==> config.mk <==
export PLATFORM = sky130hd
export DESIGN_NAME = intx_router
export DESIGN_NICKNAME = d
export VERILOG_FILES = /design/src/rtl/intx_router_pkg.sv /design/src/rtl/intx_route_file.sv /design/src/rtl/intx_level_map.sv /design/src/rtl/intx_swizzle.sv /design/src/rtl/intx_router.sv
export SDC_FILE = /design/constraint.sdc
export NUM_CORES = 1
export LEC_CHECK = 0
export BUFFER_PORTS_ARGS = -buffer_cell sky130_fd_sc_hd__buf_4
export CORE_ASPECT_RATIO = 0.6
export CORE_MARGIN = 2
export CORE_UTILIZATION = 59
export CTS_BUF_LIST = sky130_fd_sc_hd__clkbuf_16
export CTS_CLUSTER_DIAMETER = 60
export CTS_CLUSTER_SIZE = 40
export DETAILED_ROUTE_END_ITERATION = 7
export GPL_TIMING_DRIVEN = 0
export PLACE_DENSITY = 0.77
export SYNTH_ARGS = -nofsm -noshare
export SYNTH_HDL_FRONTEND = slang
export SYNTH_SLANG_ARGS = --single-unit
==> constraint.sdc <==
create_clock -name clk -period 3 [get_ports clk]
set_input_delay 0.6 -clock clk [delete_from_list [all_inputs] [get_ports clk]]
set_output_delay 0.6 -clock clk [all_outputs]
set_load 0.01 [all_outputs]
==> src/rtl/intx_router_pkg.sv <==
package intx_router_pkg;

    typedef logic [7:0] route_t;

    localparam route_t ROUTE_RESET = 8'h80;

    // A route selects an output only when it is below the line count.
    function automatic logic route_live(input route_t r, input int num_line);
        return int'(r) < num_line;
    endfunction

endpackage

==> src/rtl/intx_route_file.sv <==
module intx_route_file
    import intx_router_pkg::*;
#(
    parameter int     NUM_PIRQ   = 4,
    parameter route_t ROUTE_BASE = 8'h60
) (
    input  logic                      clk,
    input  logic                      rst_n,
    input  logic                      wr_en,
    input  logic [7:0]                wr_addr,
    input  logic [7:0]                wr_data,
    output route_t [NUM_PIRQ-1:0]     route_cur,
    output route_t [NUM_PIRQ-1:0]     route_new,
    output logic                      wr_hit,
    output logic                      chg_pulse
);
    localparam int SEL_W = (NUM_PIRQ > 1) ? $clog2(NUM_PIRQ) : 1;

    typedef struct packed {
        route_t [NUM_PIRQ-1:0] route;
        logic                  chg;
    } st_t;

    st_t st_d, st_q;
    logic [7:0]       off;
    logic [SEL_W-1:0] sel;

    always_comb begin
        off    = wr_addr - ROUTE_BASE;
        sel    = off[SEL_W-1:0];
        wr_hit = wr_en && (wr_addr >= ROUTE_BASE) &&
                 (int'(off) < NUM_PIRQ);
        st_d     = st_q;
        st_d.chg = wr_hit;
        if (wr_hit) begin
            st_d.route[sel] = wr_data;
        end
    end

    always_ff @(posedge clk or negedge rst_n) begin
        if (!rst_n) begin
            st_q.route <= {NUM_PIRQ{ROUTE_RESET}};
            st_q.chg   <= 1'b0;
        end else begin
            st_q <= st_d;
        end
    end

    assign route_cur = st_q.route;
    assign route_new = st_d.route;
    assign chg_pulse = st_q.chg;

endmodule

==> src/rtl/intx_level_map.sv <==
module intx_level_map
    import intx_router_pkg::*;
#(
    parameter int NUM_PIRQ = 4,
    parameter int NUM_LINE = 16
) (
    input  logic                   clk,
    input  logic                   rst_n,
    input  logic [NUM_PIRQ-1:0]    level,
    input  route_t [NUM_PIRQ-1:0]  route_cur,
    input  route_t [NUM_PIRQ-1:0]  route_new,
    input  logic                   rebuild,
    output logic [NUM_LINE-1:0]    irq
);
    localparam int LINE_W = $clog2(NUM_LINE);
    localparam int MAP_W  = NUM_LINE * NUM_PIRQ;

    typedef struct packed {
        logic [MAP_W-1:0]    map;
        logic [NUM_PIRQ-1:0] lvl;
        logic [NUM_LINE-1:0] irq;
    } st_t;

    st_t st_d, st_q;

    function automatic int map_idx(input route_t r, input int p);
        return int'(r[LINE_W-1:0]) * NUM_PIRQ + p;
    endfunction

    always_comb begin
        st_d     = st_q;
        st_d.lvl = level;
        if (rebuild) begin
            // Routing changed: start from an empty map, re-place every line.
            st_d.map = '0;
            for (int p = 0; p < NUM_PIRQ; p++) begin
                if (route_live(route_new[p], NUM_LINE)) begin
                    st_d.map[map_idx(route_new[p], p)] = level[p];
                end
            end
        end else begin
            // Only a changed input touches its own bit under its route.
            for (int p = 0; p < NUM_PIRQ; p++) begin
                if ((level[p] != st_q.lvl[p]) &&
                    route_live(route_cur[p], NUM_LINE)) begin
                    st_d.map[map_idx(route_cur[p], p)] = level[p];
                end
            end
        end
        for (int l = 0; l < NUM_LINE; l++) begin
            st_d.irq[l] = |st_d.map[l*NUM_PIRQ +: NUM_PIRQ];
        end
    end

    always_ff @(posedge clk or negedge rst_n) begin
        if (!rst_n) begin
            st_q <= '0;
        end else begin
            st_q <= st_d;
        end
    end

    assign irq = st_q.irq;

endmodule

==> src/rtl/intx_swizzle.sv <==
module intx_swizzle #(
    parameter int NUM_PIRQ = 4
) (
    input  logic [7:0]                         devfn,
    input  logic [$clog2(NUM_PIRQ)-1:0]        pin,
    output logic [$clog2(NUM_PIRQ)-1:0]        pirq
);
    localparam int SEL_W = $clog2(NUM_PIRQ);

    logic [7:0] sum;

    // Adding NUM_PIRQ-1 equals subtracting one modulo a power-of-two count.
    always_comb begin
        sum  = 8'(pin) + 8'(devfn >> 3) + 8'(NUM_PIRQ - 1);
        pirq = sum[SEL_W-1:0];
    end

endmodule

==> src/rtl/intx_router.sv <==
module intx_router
    import intx_router_pkg::*;
#(
    parameter int     NUM_PIRQ   = 4,
    parameter int     NUM_LINE   = 16,
    parameter route_t ROUTE_BASE = 8'h60
) (
    input  logic                          clk,
    input  logic                          rst_n,
    input  logic                          cfg_we,
    input  logic [7:0]                    cfg_addr,
    input  logic [7:0]                    cfg_wdata,
    input  logic [NUM_PIRQ-1:0]           pirq_lvl,
    input  logic [7:0]                    swz_devfn,
    input  logic [$clog2(NUM_PIRQ)-1:0]   swz_pin,
    output logic [$clog2(NUM_PIRQ)-1:0]   swz_pirq,
    input  logic [$clog2(NUM_PIRQ)-1:0]   qry_sel,
    output logic                          qry_en,
    output logic [$clog2(NUM_LINE)-1:0]   qry_line,
    output logic [NUM_LINE-1:0]           irq_out,
    output logic                          route_chg
);
    localparam int LINE_W = $clog2(NUM_LINE);

    route_t [NUM_PIRQ-1:0] route_cur;
    route_t [NUM_PIRQ-1:0] route_new;
    logic                  wr_hit;
    route_t                qry_route;

    intx_route_file #(
        .NUM_PIRQ   (NUM_PIRQ),
        .ROUTE_BASE (ROUTE_BASE)
    ) u_routes (
        .clk       (clk),
        .rst_n     (rst_n),
        .wr_en     (cfg_we),
        .wr_addr   (cfg_addr),
        .wr_data   (cfg_wdata),
        .route_cur (route_cur),
        .route_new (route_new),
        .wr_hit    (wr_hit),
        .chg_pulse (route_chg)
    );

    intx_level_map #(
        .NUM_PIRQ (NUM_PIRQ),
        .NUM_LINE (NUM_LINE)
    ) u_map (
        .clk       (clk),
        .rst_n     (rst_n),
        .level     (pirq_lvl),
        .route_cur (route_cur),
        .route_new (route_new),
        .rebuild   (wr_hit),
        .irq       (irq_out)
    );

    intx_swizzle #(
        .NUM_PIRQ (NUM_PIRQ)
    ) u_swz (
        .devfn (swz_devfn),
        .pin   (swz_pin),
        .pirq  (swz_pirq)
    );

    always_comb begin
        qry_route = route_cur[qry_sel];
        qry_en    = route_live(qry_route, NUM_LINE);
        qry_line  = qry_route[LINE_W-1:0];
    end

endmodule

# Yosys cells after proc, flatten, opt, wreduce, memory -nomap -nowiden
# Index checks and enable logic that the tools add are counted.
word_totals:
  regBits: 117
  latch_bits: 0
  ramBits: 0
  romBits: 0
  output_inout_bits: 24
  memories: 0
op_classes:
  n_addsub: 9
  mul: 0
  div: 0
  n_lt_le_gt_ge: 30
  eq_ne: 4
  shift: 0
  n_mux: 44
  n_bitwise: 1
  n_reduce_logical: 31
ops:
  columns: ["operator", "n"]
  rows:
  - ["64-bit two-way mux", 15]
  - ["64-bit bitwise mux", 7]
  - ["32-bit by 1-bit >= comparator with 1-bit output (second input constant)", 6]
  - ["32-bit by 8-bit less-than comparator with 1-bit output (second input constant)", 6]
  - ["8-bit by 5-bit less-than comparator with 1-bit output (second input constant)", 9]
  - ["64-bit by 61-bit AND with 64-bit output", 1]
  - ["4-bit OR reduction", 16]
  - ["1-bit demux with 6-bit select", 6]
  - ["32-bit bitwise mux", 1]
  - ["32-bit two-way mux", 1]
  - ["6-bit by 2-bit adder with 7-bit output (second input constant)", 4]
  - ["8-bit binary-select mux with 2-bit select", 1]
  - ["8-bit demux with 2-bit select", 1]
  - ["8-bit two-way mux", 2]
  - ["1-bit logical AND", 15]
  - ["6-bit by 1-bit adder with 7-bit output (second input constant)", 2]
  - ["6-bit by 7-bit less-than comparator with 1-bit output (second input constant)", 2]
  - ["6-bit by 1-bit >= comparator with 1-bit output (second input constant)", 2]
  - ["1-bit demux with 4-bit select", 2]
  - ["8-bit by 7-bit >= comparator with 1-bit output (second input constant)", 1]
  - ["8-bit by 3-bit less-than comparator with 1-bit output (second input constant)", 1]
  - ["1-bit two-way mux", 8]
  - ["8-bit by 7-bit subtractor with 8-bit output (second input constant)", 1]
  - ["2-bit by 3-bit less-than comparator with 1-bit output (second input constant)", 2]
  - ["other kinds (4)", 7]

# Logic depth before layout (Yosys ltp)
depth:
  ltp_word: 24
  ltp_mapped: 10
  mapped_depth_nobuf: 8

# Modules after synthesis
# A second synthesis with hierarchy kept.
unflattened:
  hier_cells: 534
  hier_area_um2: 6208.5
by_module_without_submodules:
  columns: ["module", "n_inst", "cells_each", "area_per_inst_um2", "seq_area_each_um2"]
  rows:
  - ["intx_level_map", 1, 431, 4590.7, 2102.0]
  - ["intx_route_file", 1, 82, 1403.8, 830.8]
  - ["intx_router", 1, 16, 166.4, 0.0]
  - ["intx_swizzle", 1, 5, 47.5, 0.0]

# Least setup slack after synthesis
# OpenSTA, ideal clock, no wires.
synth_path:
  path_type: "input to register"
  start: "input port cfg_addr[4]"
  end: "register u_map.st_q, in the netlist u_map.irq[8]"
  setup_time_ps: 139
  arrival_time_ps: 2619
  required_ps: 2861
  slack_ps: 243
  stages: 7
  path_cell_list: "or4b_1 -> a2111o_1 -> buf_4 -> mux2_4 -> nand2b_1 -> o21ai_1 -> or4_1"
synth_lines:
  columns: ["item", "line_no", "text"]
  rows:
  - ["start, declared", "intx_router.sv:11", "input logic [7:0] cfg_addr,"]
  - ["end signal, assigned", "intx_level_map.sv:59", "st_q <= st_d;"]
  - ["end, declared", "intx_level_map.sv:24", "st_t st_d, st_q;"]

==> impl_results.rst <==
.. list-table::
   :header-rows: 1

   * - Metric
     - Value
   * - Post-route ant nets
     - 0
   * - Final routed wire length divided by cell count
     - ~25 µm
   * - CTS HTree Levels
     - 4
   * - Overall overflow remaining after global route
     - 0
   * - Post-layout worst setup margin
     - ~0.03 ns
   * - Drt total wl
     - between 20000 and 25000 µm
   * - TritonCTS clock tree
     - built
   * - Antenna diodes
     - 0
   * - Half-perimeter wire length of the detailed placement result
     - 16330 µm
   * - Register-to-Register Setup Slack
     - around 0.080 ns
   * - Gp weighted congestion
     - just under 1
   * - Headroom to the max-slew limit
     - 31.10%
   * - Detailed-route via count
     - between 6000 and 7000
   * - Number of antenna violations at the first check in global routing
     - 1
   * - Dpl cells
     - 867
   * - List of cells traversed by the critical path
     - buf_4 > or4b_1 > a2111o_1 > buf_4 > buf_6 > mux2i_1 > or2_2 > o22ai_1 > or4_1
   * - Post-route core utilization
     - 72.18%
   * - Termination of the worst setup path
     - u_map.irq[0]
   * - CTS max path bufs
     - 2
   * - Cell class contributing the biggest share of worst-path delay
     - simple AND/OR/NAND/NOR gates
   * - Vias in the first global route
     - around 5700
   * - Per-cell via count in the routed design
     - between 6 and 7
   * - Non-filler cells in the finished layout
     - 901
   * - Share of cells above drive strength 1
     - approximately 23%
   * - Critical path buffer and inverter count
     - 3
   * - Clock tree root driver cell
     - sky130_fd_sc_hd__clkbuf_16
   * - Count of distinct cell types in the synthesized netlist
     - ~60
   * - Measured slew at the worst slew-check pin
     - 1.031 ns
   * - Endpoint of the most critical register-to-register path
     - u_map.irq[9]
   * - Number of cell rows
     - 30
   * - Final Hold Violating Endpoints
     - 0
   * - Clock insertion delay at the later pin of the skew report
     - roughly 0.43 ns
   * - Class of the worst hold path
     - input port to async pin
   * - Height of the die
     - 86.44 µm
   * - Crit Path Max Fanout
     - 10
   * - Initial core utilization
     - approximately three fifths
   * - Area of the die
     - 12220 µm²
   * - Setup Crit Path Kind
     - input port to flip-flop
   * - Core outline area
     - roughly 11000 µm²
   * - First-pass GRT wire length
     - approximately 33000 µm
   * - First-pass iteration count of the detailed router
     - 8
   * - Crit path launch type
     - input port
   * - Number of top-level pins
     - 59
   * - Total number of yosys warnings
     - 0
   * - Net count, final
     - approximately 780
   * - Total routing resource utilization after global routing
     - between 30 and 40%
   * - CP arrival
     - between 3 and 4 ns
   * - Ys flop type
     - sky130_fd_sc_hd__dfrtp_1
   * - Starting DRT DRC Count
     - ~910
   * - Endpoint required time on the critical path
     - approximately 3.3 ns
   * - Post-synthesis sequential area ratio
     - a little over two fifths
   * - Fin crit period
     - 2.969 ns
   * - Port buffer count
     - 52
   * - Cell count after synthesis
     - 670
   * - Share of the clock period used by the worst path after layout
     - a little over nine tenths
   * - Slew Viols, Final
     - 0
   * - Fillcell total
     - roughly 820
   * - Die Span X
     - between 100 and 150 µm
   * - Final clock skew
     - around 0.011 ns
   * - Maximum achievable frequency
     - between 0.3 and 0.4 GHz
   * - Reg2Reg Depth
     - 7
   * - Number of setup violations in the final report
     - 0
   * - CTS sink count
     - between 100 and 150
   * - Reg2Reg Launch Point
     - u_routes.route_cur[13]
   * - Mapped Area
     - around 6700 µm²
   * - Most prevalent standard cell on the critical path
     - sky130_fd_sc_hd__buf_4
   * - Status
     - complete, no violations
   * - Areal power density over the cells
     - roughly 620 nW/µm²
   * - Critical path depth in cells
     - 9
   * - Area growth from synthesis to final layout
     - 20.82%
   * - Worst vdd ir
     - between 400 and 500 µV
   * - Max-cap violations
     - 0
   * - Count of flip-flops with a built-in enable after synthesis
     - 0
   * - Average instance area after synthesis
     - 9.974 µm²
   * - Cell leakage power
     - around 0.0038 µW
   * - Worst slack at placement
     - -0.7539 ns
   * - Capturing element type of the critical path
     - flip-flop
   * - Pin count of the biggest net entering global routing
     - 97
   * - Slowest Stage Delay on Critical Path
     - 0.61 ns
   * - Cell type of the slowest stage on the worst timing path
     - sky130_fd_sc_hd__or4_1
   * - Synthesis-stage register bit count
     - between 100 and 150
   * - Number of design rule violations left after detail routing
     - 0
   * - Clock buffers created by TritonCTS
     - 17
   * - Nets in the synthesized netlist
     - 707
   * - Clk slew on worst S/H paths
     - 0.06 ns
   * - Asr flop ratio synth
     - 100.0%
   * - Launching element of the worst setup path
     - cfg_addr[4]
   * - Setup repair after global routing missed its margin
     - true
-- cells in the mapped netlist, drive strengths merged (4+ instances only) --
cell type | instances | area share [%]
dfrtp | 113 | 42
nand2 | 82 | 4.6
mux2i | 57 | 8.5
nand4 | 37 | 3.5
nor2 | 35 | 2.0
clkbuf | 33 | 1.9
nor4 | 29 | 2.9
o2bb2ai | 26 | 3.4
mux2 | 24 | 4.1
buf | 23 | 2.5
nor2b | 22 | 2.1
or4 | 20 | 2.2
nand2b | 17 | 1.6
o21ai | 16 | 1.2
a221o | 14 | 2.1
nand3 | 13 | 0.97
o22ai | 12 | 1.1
or2 | 12 | 1.1
a21oi | 9 | 0.67
and2 | 8 | 0.75
a22oi | 5 | 0.56
mux4 | 5 | 1.7
nor4b | 5 | 0.84
a31o | 4 | 0.52
dfstp | 4 | 1.6
inv | 4 | 0.22
o32ai | 4 | 0.52
xnor2 | 4 | 0.52
xor2 | 4 | 0.52
-- cells in the final DEF (no fill, tap or decap), types with 3 or more instances in the layout --
cell type / netlist / layout
sky130_fd_sc_hd__clkinvlp_4: 0 / 3
sky130_fd_sc_hd__nor4_4: 0 / 3
sky130_fd_sc_hd__xor2_1: 4 / 4
sky130_fd_sc_hd__o21ai_1: 10 / 10
sky130_fd_sc_hd__a31o_1: 3 / 3
sky130_fd_sc_hd__buf_2: 5 / 5
sky130_fd_sc_hd__or2_1: 3 / 3
sky130_fd_sc_hd__o32ai_1: 4 / 4
sky130_fd_sc_hd__dfstp_2: 4 / 4
sky130_fd_sc_hd__or2_2: 9 / 9
sky130_fd_sc_hd__buf_4: 17 / 71
sky130_fd_sc_hd__mux2i_1: 57 / 56
sky130_fd_sc_hd__dfrtp_1: 113 / 113
sky130_fd_sc_hd__nor4_2: 2 / 8
sky130_fd_sc_hd__nand2b_1: 17 / 17
sky130_fd_sc_hd__inv_1: 3 / 4
sky130_fd_sc_hd__nand3_1: 13 / 13
sky130_fd_sc_hd__mux2_2: 23 / 23
sky130_fd_sc_hd__nor2b_1: 22 / 20
sky130_fd_sc_hd__nand2_1: 82 / 82
sky130_fd_sc_hd__nor2_1: 35 / 35
sky130_fd_sc_hd__clkbuf_1: 33 / 27
sky130_fd_sc_hd__mux4_2: 5 / 5
sky130_fd_sc_hd__nand4_1: 37 / 37
sky130_fd_sc_hd__nor4_1: 27 / 18
sky130_fd_sc_hd__and2_1: 8 / 8
sky130_fd_sc_hd__bufinv_16: 0 / 6
sky130_fd_sc_hd__o21ai_0: 6 / 6
sky130_fd_sc_hd__clkbuf_16: 0 / 17
sky130_fd_sc_hd__or4_1: 20 / 20
sky130_fd_sc_hd__a221o_1: 14 / 14
sky130_fd_sc_hd__nor4b_1: 3 / 3
sky130_fd_sc_hd__xnor2_1: 4 / 4
sky130_fd_sc_hd__o2bb2ai_1: 26 / 26
sky130_fd_sc_hd__clkbuf_2: 0 / 4
sky130_fd_sc_hd__a21oi_1: 9 / 9
sky130_fd_sc_hd__o22ai_1: 12 / 12
sky130_fd_sc_hd__a22oi_1: 5 / 5
-- cell families (layout without fill, tap and decap cells) --
kind of cell | count (synthesis) | after routing | share of synthesized area [%]
XOR/XNOR | 8 | 8 | 1.048
multiplexers | 86 | 86 | 14.32
buffers and inverters | 60 | 147 | 4.531
AND/OR/NAND/NOR | 291 | 291 | 23.72
AO/OA/AOI/OAI | 106 | 106 | 12.11
flip-flops | 117 | 117 | 43.89
adder cells (fa/ha/maj) | 2 | 2 | 0.3744
-- registers in the layout, summed over array words and instances (netlist names) --
| register | flops |
|---|---|
| u_routes.route_cur | 32 |
| u_routes.chg_pulse | 1 |
| u_map.irq | 16 |
| u_map.st_q | 68 |
-- layer usage --
| layer | up-vias | wire length (µm) | GRT usage [%] |
|---|---|---|---|
| li1 | 2656 | - | - |
| met3 | 66 | 2793 | 12.71 |
| met4 | 2 | 512 | 9.727 |
| met1 | 3011 | 9559 | 52.71 |
| met2 | 397 | 9682 | 55.25 |
| met5 | - | 13 | 0 |
-- cell type report --
class / count / area (µm²) / share of cell area (%)
buffer: 55 / 292.8 / 3.626
clock buffer: 17 / 425.4 / 5.269
clock inverter: 15 / 236.5 / 2.929
inverter: 4 / 15.01 / 0.1860
multi-input combinational: 493 / 3547 / 43.93
sequential: 117 / 2933 / 36.32
tap: 144 / 180.2 / 2.232
timing repair buffer: 56 / 444.2 / 5.501
-- worst min path at each step --
stage / end / slack (ns) / cells after the start
floorplan: u_map.irq[0] / 0.30 / 0
global route: u_routes.route_cur[14] / 0.03 / 1
CTS: u_routes.route_cur[13] / 0.02 / 1
detailed placement: u_routes.route_cur[14] / 0.46 / 1
global placement: u_routes.route_cur[23] / 0.45 / 2
finish: u_routes.route_cur[14] / 0.02 / 1
-- power breakdown --
| group | total, µW | switching, µW | internal [µW] | leakage (µW) |
|---|---|---|---|---|
| Clock | 2310 | 765 | 1550 | 0.000315 |
| Sequential | 1810 | 69.7 | 1740 | 0.00155 |
| Combinational | 916 | 547 | 369 | 0.00193 |
-- per-stage QoR --
stage	instance area [µm²]	hold WS [ns]	TNS (ns)	total power, µW
after detailed placement	7284	0.4596	-15.72	2690
after global routing	8074	0.03346	-0.1111	5175
after CTS	7991	0.02411	0	4997
final	8074	0.01617	0	5039
after global placement	7253	0.4531	-15.22	2660
after floorplan	6683	0.3044	0	2315
-- what timing repair did --
action                     CTS  global route
pin swaps                    0             1
gates resized for setup      7            18
hold buffers                 0             0
setup endpoints to repair   17            32
buffers inserted             2             1
No activity file was read; power rests on OpenSTA's default activity.
